$ cat src/rtl/prog_cmd_pkg.sv
package prog_cmd_pkg;

    typedef enum logic [2:0] {
        PH_PRE1,
        PH_PRE2,
        PH_OPC,
        PH_AHI,
        PH_ALO,
        PH_DATA,
        PH_DROP
    } phase_e;

    localparam logic [7:0] PREAMBLE_A = 8'hAA;
    localparam logic [7:0] PREAMBLE_B = 8'h55;

    localparam logic [7:0] OP_PAGE_WR = 8'h50;
    localparam logic [7:0] OP_PAGE_RD = 8'h30;
    localparam logic [7:0] OP_SIG_RD  = 8'h38;
    localparam logic [7:0] OP_STATUS  = 8'h60;

    function automatic logic [7:0] sig_byte(input logic [7:0] ofs);
        case (ofs)
            8'h00:   sig_byte = 8'h1E;
            8'h01:   sig_byte = 8'h29;
            8'h02:   sig_byte = 8'hFF;
            default: sig_byte = 8'h00;
        endcase
    endfunction

endpackage

$ cat src/rtl/prog_spi_sync.sv
module prog_spi_sync #(
    parameter int SYNC_STAGES = 2
) (
    input  logic clk,
    input  logic rst_n,
    input  logic sck,
    input  logic mosi,
    input  logic ss_n,
    input  logic dev_rst_n,
    output logic sck_rise,
    output logic sck_fall,
    output logic ss_rise,
    output logic ss_fall,
    output logic mosi_s,
    output logic ss_s,
    output logic dev_s
);
    // lane order: 0 sck, 1 mosi, 2 ss_n, 3 dev_rst_n
    localparam int LANES = 4;
    localparam logic [LANES-1:0] IDLE_VAL = 4'b1100;

    logic [LANES-1:0] raw;
    logic [LANES-1:0] chain_q [SYNC_STAGES];
    logic             sck_prev_q;
    logic             ss_prev_q;

    assign raw = {dev_rst_n, ss_n, mosi, sck};

    for (genvar s = 0; s < SYNC_STAGES; s++) begin : g_stage
        always_ff @(posedge clk or negedge rst_n) begin
            if (!rst_n)
                chain_q[s] <= IDLE_VAL;
            else if (s == 0)
                chain_q[s] <= raw;
            else
                chain_q[s] <= chain_q[(s == 0) ? 0 : s-1];
        end
    end

    always_ff @(posedge clk or negedge rst_n) begin
        if (!rst_n) begin
            sck_prev_q <= 1'b0;
            ss_prev_q  <= 1'b1;
        end else begin
            sck_prev_q <= chain_q[SYNC_STAGES-1][0];
            ss_prev_q  <= chain_q[SYNC_STAGES-1][2];
        end
    end

    assign mosi_s   = chain_q[SYNC_STAGES-1][1];
    assign ss_s     = chain_q[SYNC_STAGES-1][2];
    assign dev_s    = chain_q[SYNC_STAGES-1][3];
    assign sck_rise = chain_q[SYNC_STAGES-1][0] & ~sck_prev_q;
    assign sck_fall = ~chain_q[SYNC_STAGES-1][0] & sck_prev_q;
    assign ss_rise  = chain_q[SYNC_STAGES-1][2] & ~ss_prev_q;
    assign ss_fall  = ~chain_q[SYNC_STAGES-1][2] & ss_prev_q;

endmodule

$ cat src/rtl/prog_busy_drain.sv
module prog_busy_drain #(
    parameter int PAGE_BYTES  = 32,
    parameter int BUSY_CYCLES = 4096
) (
    input  logic                          clk,
    input  logic                          rst_n,
    input  logic                          start,
    input  logic [PAGE_BYTES-1:0]         mask,
    output logic                          busy,
    output logic                          drain_we,
    output logic [$clog2(PAGE_BYTES)-1:0] drain_ofs
);
    localparam int CNT_W = $clog2(BUSY_CYCLES + 1);
    localparam int IDX_W = $clog2(PAGE_BYTES + 1);
    localparam int OFS_W = $clog2(PAGE_BYTES);

    typedef struct packed {
        logic [CNT_W-1:0] cnt;
        logic [IDX_W-1:0] idx;
    } busy_t;

    busy_t q, d;

    always_comb begin
        d = q;
        if (q.cnt != '0) begin
            d.cnt = q.cnt - 1'b1;
            if (q.idx < IDX_W'(PAGE_BYTES))
                d.idx = q.idx + 1'b1;
        end else if (start) begin
            d.cnt = CNT_W'(BUSY_CYCLES);
            d.idx = '0;
        end
    end

    always_ff @(posedge clk or negedge rst_n) begin
        if (!rst_n) begin
            q.cnt <= '0;
            q.idx <= IDX_W'(PAGE_BYTES);
        end else begin
            q <= d;
        end
    end

    assign busy      = (q.cnt != '0);
    assign drain_ofs = q.idx[OFS_W-1:0];
    assign drain_we  = busy && (q.idx < IDX_W'(PAGE_BYTES)) && mask[drain_ofs];

    assert_busy_count_R7: assert property (@(posedge clk) disable iff (!rst_n)
        (q.cnt != '0) |=> (q.cnt == $past(q.cnt) - 1'b1))
        else $error("busy counter did not count down");

endmodule

$ cat src/rtl/prog_cmd_decoder.sv
module prog_cmd_decoder #(
    parameter int PAGE_BYTES  = 32,
    parameter int PAGE_W      = 6,
    parameter int BUSY_CYCLES = 4096,
    parameter int SYNC_STAGES = 2
) (
    input  logic                                     clk,
    input  logic                                     rst_n,
    input  logic                                     dev_rst_n,
    input  logic                                     sck,
    input  logic                                     mosi,
    input  logic                                     ss_n,
    output logic                                     miso,
    output logic                                     miso_oe,
    output logic                                     mem_we,
    output logic [PAGE_W+$clog2(PAGE_BYTES)-1:0]     mem_addr,
    output logic [7:0]                               mem_wdata
);
    import prog_cmd_pkg::*;

    localparam int OFS_W = $clog2(PAGE_BYTES);

    typedef struct packed {
        phase_e                         phase;
        logic [2:0]                     bitn;
        logic [7:0]                     sh;
        logic [7:0]                     op;
        logic [7:0]                     ahi;
        logic [7:0]                     alo;
        logic [PAGE_W-1:0]              page;
        logic [OFS_W-1:0]               ofs;
        logic [PAGE_BYTES-1:0]          mask;
        logic [PAGE_BYTES-1:0][7:0]     pbuf;
        logic [7:0]                     tx;
        logic                           oe;
    } ctl_t;

    ctl_t q, d;

    logic sck_rise, sck_fall, ss_rise, ss_fall, mosi_s, ss_s, dev_s;
    logic active, byte_done, start, busy, drain_we;
    logic [OFS_W-1:0] drain_ofs;
    logic [7:0] rx_byte, resp;
    logic [15:0] addr16;

    prog_spi_sync #(.SYNC_STAGES(SYNC_STAGES)) u_sync (
        .clk(clk), .rst_n(rst_n), .sck(sck), .mosi(mosi), .ss_n(ss_n),
        .dev_rst_n(dev_rst_n), .sck_rise(sck_rise), .sck_fall(sck_fall),
        .ss_rise(ss_rise), .ss_fall(ss_fall), .mosi_s(mosi_s),
        .ss_s(ss_s), .dev_s(dev_s)
    );

    prog_busy_drain #(.PAGE_BYTES(PAGE_BYTES), .BUSY_CYCLES(BUSY_CYCLES)) u_busy (
        .clk(clk), .rst_n(rst_n), .start(start), .mask(q.mask),
        .busy(busy), .drain_we(drain_we), .drain_ofs(drain_ofs)
    );

    assign active    = !ss_s && !dev_s;
    assign rx_byte   = {q.sh[6:0], mosi_s};
    assign byte_done = active && !ss_fall && sck_rise && (q.bitn == 3'd7);
    assign addr16    = {q.ahi, rx_byte};

    always_comb begin
        resp = 8'h00;
        if (q.phase == PH_DATA) begin
            case (q.op)
                OP_PAGE_RD: resp = q.pbuf[q.ofs];
                OP_SIG_RD:  resp = sig_byte(q.alo);
                OP_STATUS:  resp = {7'b0, busy};
                default:    resp = 8'h00;
            endcase
        end
    end

    always_comb begin
        d     = q;
        start = ss_rise && !dev_s && (q.phase == PH_DATA) &&
                (q.op == OP_PAGE_WR) && (q.mask != '0);
        d.oe  = active;
        if (!active || ss_fall) begin
            d.bitn  = '0;
            d.phase = PH_PRE1;
            d.tx    = '0;
        end else begin
            if (sck_rise) begin
                d.sh   = rx_byte;
                d.bitn = q.bitn + 1'b1;
                if (q.bitn == 3'd7) begin
                    case (q.phase)
                        PH_PRE1: d.phase = (rx_byte == PREAMBLE_A) ? PH_PRE2 : PH_DROP;
                        PH_PRE2: d.phase = (rx_byte == PREAMBLE_B) ? PH_OPC : PH_DROP;
                        PH_OPC: begin
                            d.op    = rx_byte;
                            d.phase = PH_AHI;
                        end
                        PH_AHI: begin
                            d.ahi   = rx_byte;
                            d.phase = PH_ALO;
                        end
                        PH_ALO: begin
                            d.alo   = rx_byte;
                            d.page  = addr16[OFS_W +: PAGE_W];
                            d.ofs   = rx_byte[OFS_W-1:0];
                            d.phase = PH_DATA;
                            if (q.op == OP_PAGE_WR)
                                d.mask = '0;
                        end
                        PH_DATA: begin
                            if (q.op == OP_PAGE_WR) begin
                                d.pbuf[q.ofs] = rx_byte;
                                d.mask[q.ofs] = 1'b1;
                            end
                            d.ofs = q.ofs + 1'b1;
                        end
                        default: d.phase = q.phase;
                    endcase
                end
            end
            if (sck_fall) begin
                if (q.bitn == 3'd0)
                    d.tx = resp;
                else
                    d.tx = {q.tx[6:0], 1'b0};
            end
        end
    end

    always_ff @(posedge clk or negedge rst_n) begin
        if (!rst_n) begin
            q       <= '0;
            q.phase <= PH_PRE1;
        end else begin
            q <= d;
        end
    end

    assign miso      = q.tx[7];
    assign miso_oe   = q.oe;
    assign mem_we    = drain_we;
    assign mem_addr  = {q.page, drain_ofs};
    assign mem_wdata = q.pbuf[drain_ofs];

    assert_tx_stable_R1: assert property (@(posedge clk) disable iff (!rst_n)
        (active && !ss_fall && !sck_fall) |=> $stable(q.tx))
        else $error("MISO shifter moved without a falling SCK");

    assert_oe_blocked_R2: assert property (@(posedge clk) disable iff (!rst_n)
        dev_s |=> !miso_oe)
        else $error("MISO enabled while device reset released");

    assert_drop_sticky_R3: assert property (@(posedge clk) disable iff (!rst_n)
        (q.phase == PH_DROP && active && !ss_fall) |=> (q.phase == PH_DROP))
        else $error("dropped packet re-armed before slave-select rose");

    assert_offset_wrap_R6: assert property (@(posedge clk) disable iff (!rst_n)
        (byte_done && q.phase == PH_DATA && q.ofs == '1) |=> (q.ofs == '0))
        else $error("offset did not wrap to zero");

    assert_start_busy_R7: assert property (@(posedge clk) disable iff (!rst_n)
        (start && !busy) |=> busy)
        else $error("page write close did not raise busy");

    assert_oe_ss_R9: assert property (@(posedge clk) disable iff (!rst_n)
        ss_s |=> !miso_oe)
        else $error("MISO enabled while slave-select high");

endmodule

$ cat config.mk
export PLATFORM = sky130hd
export DESIGN_NAME = prog_cmd_decoder
export DESIGN_NICKNAME = d
export VERILOG_FILES = /design/src/rtl/prog_cmd_pkg.sv /design/src/rtl/prog_spi_sync.sv /design/src/rtl/prog_busy_drain.sv /design/src/rtl/prog_cmd_decoder.sv
export SDC_FILE = /design/constraint.sdc
export NUM_CORES = 1
export LEC_CHECK = 0
export CAP_MARGIN = 20
export CORE_MARGIN = 1.5
export CORE_UTILIZATION = 30
export CTS_CLUSTER_DIAMETER = 60
export DETAILED_ROUTE_END_ITERATION = 16
export HOLD_SLACK_MARGIN = 0.02
export PLACE_DENSITY = 0.55
export SYNTH_ARGS = -nofsm -noshare
export SYNTH_HDL_FRONTEND = slang
export SYNTH_SLANG_ARGS = --single-unit
export TNS_END_PERCENT = 10
$ cat constraint.sdc
create_clock -name clk -period 8.89 [get_ports clk]
set_input_delay 1.778 -clock clk [delete_from_list [all_inputs] [get_ports clk]]
set_output_delay 1.778 -clock clk [all_outputs]
set_load 0.005 [all_outputs]
* Word level (Yosys, flattened, before mapping)
Index checks and enable logic that the tools add are counted.
** Cells by class
- $lt $le $gt $ge :: 4
- Add/subtract/negate cells :: 4
- Bitwise operators :: 10
- Mux-type cells :: 34
- Reduce and logical (&&, ||, !) cells :: 32
- Eq/ne operators :: 17
** Operators by type and width (count)
- $mux 337 :: 1
- $mux 323 :: 1
- $mux 288 :: 1
- $bwmux 256 :: 1
- $mux 256 :: 1
- $bmux 8 s5 :: 2
- $pmux 37 s2 :: 1
- $mux 8 :: 9
- $pmux 8 s3 :: 2
- $demux 8 s5 :: 1
- $mux 19 :: 2
- $mux 32 :: 1
- $or 32x32->32 :: 1
- $reduce_bool 32->1 :: 1
- $eq 8x7->1 const B :: 3
- $eq 8x6->1 const B :: 2
- $reduce_and 4->1 :: 4
- $pmux 3 s5 :: 1
- $mux 14 :: 1
- $reduce_bool 13->1 :: 1
- $sub 13x1->13 const B :: 1
- $lt 5x6->1 const B :: 2
- $mux 6 :: 2
- $reduce_bool 2->1 :: 5
- other kinds (29) :: 54
** Word-level totals
- Register bits after elaboration :: 375
- Word-level logic and storage cells :: 150
- Bits of input ports :: 6
- Output and inout port bits :: 22

* Depth between registers and ports, before layout
Gate-level depths: netlist (run 1).
- Word-level depth :: 10
- Mapped depth :: 11
- Mapped depth without buffers :: 7

* Hierarchy
Synthesis (run 1) repeated with hierarchy kept, for this count alone.
** Second synthesis, totals
- Cells, all modules :: 1353
- Area total of the unflattened synthesis :: 19110.8 um^2
** Modules (own cells, without submodules)
- prog_cmd_decoder :: area each 17530.6 um^2, cells each 1212, times used 1, sequential area each 8433.1 um^2
- prog_busy_drain :: area each 1288.7 um^2, cells each 127, times used 1, sequential area each 476.7 um^2
- prog_spi_sync :: area each 291.5 um^2, cells each 14, times used 1, sequential area each 256.5 um^2

* Least setup slack after synthesis (run 1)
No wires, ideal clock.
- Path kind :: register to output
- From :: register u_busy.q, in the netlist u_busy.drain_ofs[0]
- To :: output mem_wdata[3]
- Arrival :: 2282 ps
- Path slack :: 4830 ps
- Cell stages (with the launch flop) :: 7
- Path buffers :: 2
- Data required time :: 7112 ps
- Cell sequence :: dfrtp_1 buf_2 buf_1 mux4_2 mux4_2 nand2_1 nand2_1
** On the way
- Cells in the longest elaborated chain, start to end :: 2
** RTL lines
- start, declared :: line prog_busy_drain.sv:22 : busy_t q, d;
- $bmux 8 s5 :: line prog_cmd_decoder.sv:141 : assign mem_wdata = q.pbuf[drain_ofs];
- $mux 8 (not written as such) :: line prog_cmd_decoder.sv:141
- end, declared :: line prog_cmd_decoder.sv:17 : output logic [7:0] mem_wdata
Every way passes these cells. The select of a mux whose other input is x is not followed.

* Worst setup path in the final report (run 1)
- From :: register u_busy.q, in the netlist u_busy.drain_ofs[0]
- To :: output mem_wdata[2]
The elaborated chain is that of the path after synthesis.

==> run_results.csv, run 1 <==
group,metric,value,unit
place,dp_cells,2116,
synth,synth-seq-cells,366,
sta,fin_crit,5.98,ns
synth,synth_edf_count,0,
sta,worst_slew_pin_slew,1.03,ns
cells_and_area,nets,1345,
synth,syn_area_per_cell,14.0,um2
cells_and_area,fillers,5957,
critical_path,reg2reg_from,"q[297]",
sta,hold_viol,0,
sta,timing.fmax,0.167,GHz
sta,grt_setup_unrepaired,"no",
global_route,antenna_found_initial,0,
critical_path,end_kind,"primary output",
detailed_routing,vias,12029,
critical_path,cp.arrival,4.21,ns
pwr,powerDensity,169,mW/mm2
cells_and_area,syn_to_final_growth,13.7,%
cts,htree_levels,2,
cells_and_area,fin_util,34.7,%
sta,relSlewSlack,31.0,%
cells_and_area,drive_gt1_share,39.9,%
synth,syn_inst,1347,
synth,synthArstFlopShare,100,%
sta,holdWs,0.350,ns
global_route,overflow,0,
critical_path,setup.worst_path.start,"u_busy.drain_ofs[0]",
sta,tns,0,ns
status,status,"completed",
place,port_buffers,27,
cts,cts_buffer_depth,3,
synth,synth_top_family_by_area,"multiplexers",
flow_run,maxCapViolCount,0,
place,place_hpwl,35.1,mm
critical_path,reg2reg_depth,5,
synth,synthesis.nets,1363,
critical_path,cp_data_required_time,7.11,ns
cts,clock_sinks,366,
cts,cts_tree,"yes",
floorplan,coreArea,0.0621,mm2
synth,synth_fa_ha_area_share,0.662,%
synth,synth_xor_area_share,0.649,%
detailed_routing,drc,0,
synth,synth_compound_area_share,4.19,%
floorplan,initial_utilization,30.5,%
cells_and_area,antennaDiodeCount,0,
global_route,grt_max_degree,161,
global_route,grt_pass1_wl,82.7,mm
critical_path,criticalPathCategory,"register to primary output",
cts,root_buffer,"clkbuf_16",
cts,clk_latency,0.60,ns
sta,drv_slew,0,
cts,post_cts_resized,0,
cells_and_area,final_common_cell,"dfrtp_1",
sta,setup_viol,0,
sta,final.period_utilization,67.3,%
synth,yosys.area_share.simple,7.37,%
cts,cts_setup_buffers,0,
cells_and_area,final_cell_mix,"dfrtp_1, mux2_2, mux4_2",
place,placed_area,0.0199,mm2
floorplan,die_h,254,um
detailed_routing,wirelength,54.3,mm
synth,synth_cell_types,70,
synth,synth_seq_area_share,48.5,%
cts,postCtsHoldBufs,0,
synth,ys.flop_type,"dfrtp_1",
sta,clock_skew,0.0402,ns
cells_and_area,final_area,0.0215,mm2
floorplan,rows,91,
cts,clkTransAtPathRegs,0.06,ns
critical_path,rrSetupSlack,5.26,ns
floorplan,io_pins,28,
detailed_routing,routed_via_density,5.47,
synth,syn-cell-area,0.0189,mm2
pwr,peakVddDrop,0.106,mV
place,place_congestion,0.833,
critical_path,path_max_fanout,46,
detailed_routing,drt_iter0_drc,1100,
synth,synth.area.mux_share,35.7,%
min_path,hold_class,"register to register",
global_route,gr-usage-all-layers,17.3,%
pwr,cellLeakagePower,0.00946,uW
detailed_routing,drtPass1Iterations,5,
detailed_routing,drt-wirelength-per-cell,24.7,um
global_route,grt_pass1_vias,12291,
synth,yosysWarningCount,0,
cells_and_area,layoutNonFillerInstCount,2201,
floorplan,die_area,0.0645,mm2
critical_path,endpoint,"mem_wdata[2]",
critical_path,cp-start-kind,"register",
detailed_routing,ant_nets,0,
cts,numCtsBuffers,45,
floorplan,die_x,254,um
cells in the mapped netlist, types with 8 or more instances:
master	count	area share, %
dfrtp_1	360	48
mux2_2	262	16
mux4_2	140	17
clkbuf_1	72	1.4
nand2_1	69	1.4
a21oi_1	54	1.4
nor2_1	53	1.1
a22oi_1	24	0.95
mux2_1	23	1.4
mux2i_1	23	1.2
buf_1	19	0.38
o21ai_0	14	0.37
buf_2	13	0.34
nand3_1	13	0.34
nor3_1	12	0.32
nor4_1	12	0.40
buf_4	11	0.44
ha_1	10	0.66
inv_1	10	0.20
and2_1	9	0.30
o221ai_1	8	0.37
or3_1	8	0.26
xnor2_1	8	0.37
per-stage QoR:
stage          total power [uW]  worst slack [ns]
2_1_floorplan              1750              4.83
3_3_place_gp               1820              3.49
3_5_place_dp               1820              3.45
4_1_cts                    3690              2.82
5_1_grt                    3760              2.65
6_report                   3640              2.91
routing by layer:
layer	vias up	global-route usage, %	routed length [um]
met5	-	0	0
met4	0	5.27	1390
met3	76	4.08	3910
met2	406	26.7	24800
met1	6460	24.0	24200
li1	5087	-	-
critical path, stage by stage (launching register included):
cell and delay [ns]:
dfrtp_4 1.00, buf_4 0.67, mux4_2 0.59, mux4_2 0.48, nand2_1 0.12, nand2_1 0.17, clkdlybuf4s50_1 0.48
how the worst min path moves through the flow:
stage | startpoint | to | slack (ns) | cells after the start
final | u_sync.chain_q[5] | u_sync.mosi_s | 0.35 | 0
after global routing | u_sync.chain_q[5] | u_sync.mosi_s | 0.35 | 0
after CTS | u_sync.chain_q[5] | u_sync.mosi_s | 0.35 | 0
after detailed placement | u_sync.chain_q[5] | u_sync.mosi_s | 0.34 | 0
after global placement | u_sync.chain_q[5] | u_sync.mosi_s | 0.34 | 0
after floorplan | u_sync.chain_q[4] | u_sync.chain_q[0] | 0.33 | 0
power breakdown:
part,internal [uW],switching (uW)
sequential,1670,3.71
combinational,19.6,89.1
clock,1090,764
area by class of cell:
class                   instances  area, um2  area share [%]
multi-input cells             852       9190            42.7
flip-flops and latches        366       9180            42.7
clock buffers                  60       1250            5.82
well taps                     837       1050            4.87
repair buffers                 53        543            2.53
clock inverters                22        250            1.16
inverters                      11       41.3           0.192
cells by family (layout without fill, tap and decap cells):
| logic type | count (synthesis) | count (layout) |
|---|---|---|
| compound gates | 126 | 126 |
| flops | 366 | 366 |
| xor+xnor | 14 | 14 |
| mux | 454 | 454 |
| buf+inv | 129 | 146 |
| fa+ha+maj | 10 | 10 |
| simple gates | 248 | 248 |
Power figures use the tool's default switching activity.
==> inputs of run 2 (changes only) <==
--- a/config.mk
+++ b/config.mk
@@ -11,7 +11,7 @@
 export CTS_CLUSTER_DIAMETER = 60
 export DETAILED_ROUTE_END_ITERATION = 16
 export HOLD_SLACK_MARGIN = 0.02
-export PLACE_DENSITY = 0.55
+export PLACE_DENSITY = 0.57
 export SYNTH_ARGS = -nofsm -noshare
 export SYNTH_HDL_FRONTEND = slang
 export SYNTH_SLANG_ARGS = --single-unit
==> constraint.sdc (replaced) <==
create_clock -name clk -period 5.3 [get_ports clk]
set_input_delay 1.06 -clock clk [delete_from_list [all_inputs] [get_ports clk]]
set_output_delay 1.06 -clock clk [all_outputs]
set_load 0.005 [all_outputs]
==> run_results.csv, run 2 (synthesis gave the netlist of run 1 again) <==
group,metric,value,unit
status,status,"completed",
place,place_congestion,0.825,
sta,fin_crit,4.49,ns
critical_path,end_kind,"primary output",
detailed_routing,drc,0,
critical_path,path_delay_family,"flip-flops",
detailed_routing,drtPass1Iterations,5,
sta,hold_viol,0,
cts,cts_buffer_depth,3,
cells_and_area,final_cell_mix,"dfrtp_1, mux2_2, mux4_2",
critical_path,path_max_fanout,41,
cts,post_cts_resized,0,
detailed_routing,routed_via_density,5.54,
sta,holdWs,0.350,ns
critical_path,critPathMaxStageDelay,0.89,ns
sta,setup_ws,0.814,ns
detailed_routing,drt-wirelength-per-cell,24.6,um
critical_path,path_cells,"buf_4 > mux4_2 > mux4_2 > nand2_1 > nand2_1 > clkdlybuf4s50_1",
floorplan,rows,91,
pwr,peakVddDrop,0.188,mV
place,place_hpwl,36.1,mm
global_route,grt_pass1_wl,82.4,mm
critical_path,cp_data_required_time,4.24,ns
floorplan,initial_utilization,30.5,%
sta,drv_slew,0,
cts,postCtsHoldBufs,0,
cts,clkTransAtPathRegs,0.06,ns
min_path,hold_class,"register to register",
global_route,overflow,0,
sta,setup_viol,0,
place,placed_area,0.0200,mm2
floorplan,coreArea,0.0621,mm2
floorplan,io_pins,28,
cells_and_area,syn_to_final_growth,13.6,%
cells_and_area,final_area,0.0215,mm2
detailed_routing,wirelength,54.0,mm
sta,worst_slew_pin_slew,1.04,ns
cts,clk_latency,0.57,ns
cells_and_area,fin_util,34.6,%
place,port_buffers,27,
critical_path,cp.arrival,3.43,ns
cts,cts_tree,"yes",
place,place_ws,1.44,ns
cts,cts_setup_buffers,0,
cts,numCtsBuffers,42,
cells_and_area,fillers,5944,
global_route,grt_pass1_vias,12359,
sta,clock_skew,0.0251,ns
sta,relSlewSlack,30.2,%
critical_path,cp_slowest_cell,"dfrtp_4",
global_route,gr-usage-all-layers,17.1,%
floorplan,die_h,254,um
pwr,cellLeakagePower,0.00945,uW
cells_and_area,final_common_cell,"dfrtp_1",
critical_path,cp-start-kind,"register",
pwr,powerDensity,279,mW/mm2
cts,htree_levels,2,
sta,final.period_utilization,84.6,%
flow_run,maxCapViolCount,0,
critical_path,cp_num_buf_inv,2,
sta,timing.fmax,0.223,GHz
cells_and_area,nets,1344,
cts,root_buffer,"clkbuf_16",
detailed_routing,drt_iter0_drc,1026,
sta,grt_setup_unrepaired,"no",
floorplan,die_area,0.0645,mm2
detailed_routing,ant_nets,0,
critical_path,criticalPathCategory,"register to primary output",
global_route,grt_max_degree,111,
detailed_routing,vias,12167,
global_route,antenna_found_initial,0,
cells_and_area,drive_gt1_share,40.1,%
cts,clock_sinks,366,
sta,tns,0,ns
floorplan,die_x,254,um
[run 2: where the power goes]
group          switching [uW]  total, uW  internal (uW)  leakage, uW
logic                     141        174           33.8      0.00369
clock network            1250       2990           1740     0.000690
registers                16.1       2820           2810      0.00507
total                    1400       5990           4580      0.00945
[run 2: metrics by stage]
step                power, uW  std cells
detailed placement       3050       2118
finish                   5990       2196
global placement         3050       2118
CTS                      6050       2192
global route             6180       2195
floorplan                2940       1347
[run 2: path summary, 6_finish.rpt]
path	slack (ns)	start	end	cells after the start
max	0.81	u_busy.drain_ofs[1]	mem_wdata[7]	6
min	0.35	u_sync.chain_q[5]	u_sync.mosi_s	0
max reg2reg	1.66	q[340]	register	7
min reg2reg	0.35	u_sync.chain_q[5]	u_sync.mosi_s	0
max in group asynchronous	3.59	rst_n	async pin	2
min in group asynchronous	0.58	rst_n	async pin	1
[run 2: metal layers]
layer	routed length (um)	global-route usage, %
met3	3400	2.54
met5	0	0
met4	1150	4.81
met1	24200	24.8
met2	25200	26.6
[run 2: worst reg2reg max path, stage by stage, from the launching register on]
cell and delay [ns]:
dfrtp_1 0.39, ha_1 0.17, ha_1 0.15, and3b_1 0.29, nand4_2 0.37, nor4_2 0.97
and2_1 0.75, mux2_2 0.41
[run 2: cell type report]
cell class,instances,area (um2),share of cell area (%)
diodes,1,2.50,0.0117
clock buffers,55,1190,5.54
clock inverters,19,226,1.05
inverters,11,41.3,0.192
multi-input cells,852,9190,42.8
flip-flops and latches,366,9180,42.8
well taps,837,1050,4.88
repair buffers,55,594,2.77
==> inputs of run 3 (changes only) <==
==> constraint.sdc (replaced) <==
create_clock -name clk -period 3.65 [get_ports clk]
set_input_delay 0.73 -clock clk [delete_from_list [all_inputs] [get_ports clk]]
set_output_delay 0.73 -clock clk [all_outputs]
set_load 0.005 [all_outputs]
==> run_results.csv, run 3 (synthesis gave the netlist of run 1 again) <==
group,metric,value,unit
status,status,"finished with violations",
status,violations,"negative setup slack",
sta,worst_slew_pin_slew,0.866,ns
cells_and_area,nets,1418,
sta,hold_viol,0,
sta,final.period_utilization,100,%
detailed_routing,routed_via_density,5.51,
cells_and_area,antennaDiodeCount,0,
floorplan,coreArea,0.0621,mm2
detailed_routing,drtPass1Iterations,5,
cts,cts_tree,"yes",
detailed_routing,drt-wirelength-per-cell,25.0,um
critical_path,end_kind,"primary output",
cells_and_area,regArea,0.00918,mm2
detailed_routing,ant_nets,0,
critical_path,criticalPathCategory,"register to primary output",
cells_and_area,drive_gt1_share,43.3,%
pwr,peakVddDrop,0.281,mV
pwr,powerDensity,387,mW/mm2
global_route,grt_max_degree,80,
sta,timing.fmax,0.274,GHz
place,port_buffers,27,
detailed_routing,drc,0,
floorplan,die_x,254,um
sta,relSlewSlack,42.3,%
floorplan,rows,91,
floorplan,die_area,0.0645,mm2
cells_and_area,syn_to_final_growth,17.5,%
cts,clk_latency,0.58,ns
place,place_hpwl,38.3,mm
floorplan,die_h,254,um
global_route,antenna_found_initial,1,
min_path,hold_class,"input port to async pin",
cts,clkTransAtPathRegs,0.06,ns
place,placed_area,0.0206,mm2
sta,holdWs,0.179,ns
critical_path,cp_data_required_time,2.92,ns
cells_and_area,fillers,5924,
pwr,cellLeakagePower,0.00995,uW
floorplan,initial_utilization,30.5,%
sta,drv_slew,0,
sta,grt_setup_unrepaired,"yes",
sta,clock_skew,0.0258,ns
cts,clock_sinks,366,
detailed_routing,drt_iter0_drc,1087,
critical_path,cp-start-kind,"register",
cts,postCtsHoldBufs,0,
cells_and_area,final_common_cell,"dfrtp_1",
cts,cts_buffer_depth,3,
sta,fin_crit,3.65,ns
cts,root_buffer,"clkbuf_16",
cells_and_area,multi_input_area,0.00920,mm2
global_route,grt_pass1_wl,85.1,mm
critical_path,path_max_fanout,10,
global_route,overflow,0,
sta,setup_viol,1,
detailed_routing,wirelength,56.8,mm
cts,htree_levels,2,
global_route,gr-usage-all-layers,17.8,%
floorplan,io_pins,28,
detailed_routing,vias,12507,
cells_and_area,final_area,0.0222,mm2
place,place_congestion,0.872,
cells_and_area,final_cell_mix,"dfrtp_1, mux2_2, mux4_2",
sta,setup_ws,-0.00232,ns
critical_path,cp.arrival,2.92,ns
global_route,grt_pass1_vias,12626,
flow_run,maxCapViolCount,0,
cells_and_area,fin_util,35.8,%
cts,numCtsBuffers,41,
-- run 3: cell types whose count changed in the layout (fill, tap and decap cells not counted), moves of 3 or more --
cell and delta:
nand2_1 -7, buf_12 +17, clkbuf_16 +3, nand2_2 +7, dlygate4sd2_1 +5, clkbuf_1 +3
clkinv_2 +3, clkdlybuf4s50_1 -9, buf_4 +57, inv_6 -3
-- run 3: cell type report --
class                   count  share of cell area, %
multi-input cells         852                   41.4
flip-flops and latches    366                   41.4
repair buffers            130                   6.14
clock buffers              61                   5.65
well taps                 837                   4.72
clock inverters            12                  0.541
inverters                  11                  0.186
-- run 3: critical path, stage by stage (launching register included) --
cell	delay, ns
dfrtp_4	0.53
buf_6	0.16
buf_12	0.15
mux4_2	0.52
mux4_2	0.51
nand2_2	0.11
nand2_1	0.09
dlygate4sd2_1	0.27
-- run 3: path summary, 6_finish.rpt --
check                                         start                  end  slack [ns]  depth (start not counted)
worst max-delay path            u_busy.drain_ofs[0]         mem_wdata[2]      -0.002                          7
worst min-delay path                          rst_n            async pin        0.18                          1
worst max register to register               q[340]             register        0.41                          7
worst min register to register    u_sync.chain_q[4]    u_sync.chain_q[0]        0.35                          0
max in group asynchronous                     rst_n  u_busy.drain_ofs[1]        2.53                          2
min in group clk                  u_sync.chain_q[4]    u_sync.chain_q[0]        0.35                          0
-- run 3: what timing repair did --
item                       4_1_cts  5_1_grt
setup buffers                    2       17
setup endpoints to repair        9        6
pin swaps                        1        2
gates resized for setup         10       13
cloned                           0        2
-- run 3: per-layer routing --
layer / part of all wire [%] / global-route usage (%) / up-vias
li1: - / - / 5237
met1: 44 / 25.0 / 6670
met2: 45 / 26.4 / 500
met3: 8.3 / 4.27 / 100
met4: 3.5 / 7.30 / 0
met5: 0 / 0 / -
-- run 3: stage by stage --
stage	setup slack, ns	power (uW)	TNS, ns	std cells
CTS	-0.158	8680	-0.314	2250
finish	-0.00232	8580	-0.00232	2269
global placement	0.399	4440	0	2175
global route	-0.0735	8870	-0.244	2269
detailed placement	0.393	4440	0	2175
floorplan	0.599	4260	0	1347
-- run 3: power breakdown --
part / switching (uW) / total [uW] / internal [uW] / leakage, uW
Clock: 1710 / 4220 / 2510 / 0.000682
Sequential: 13.8 / 4090 / 4080 / 0.00507
Combinational: 219 / 270 / 51.0 / 0.00420
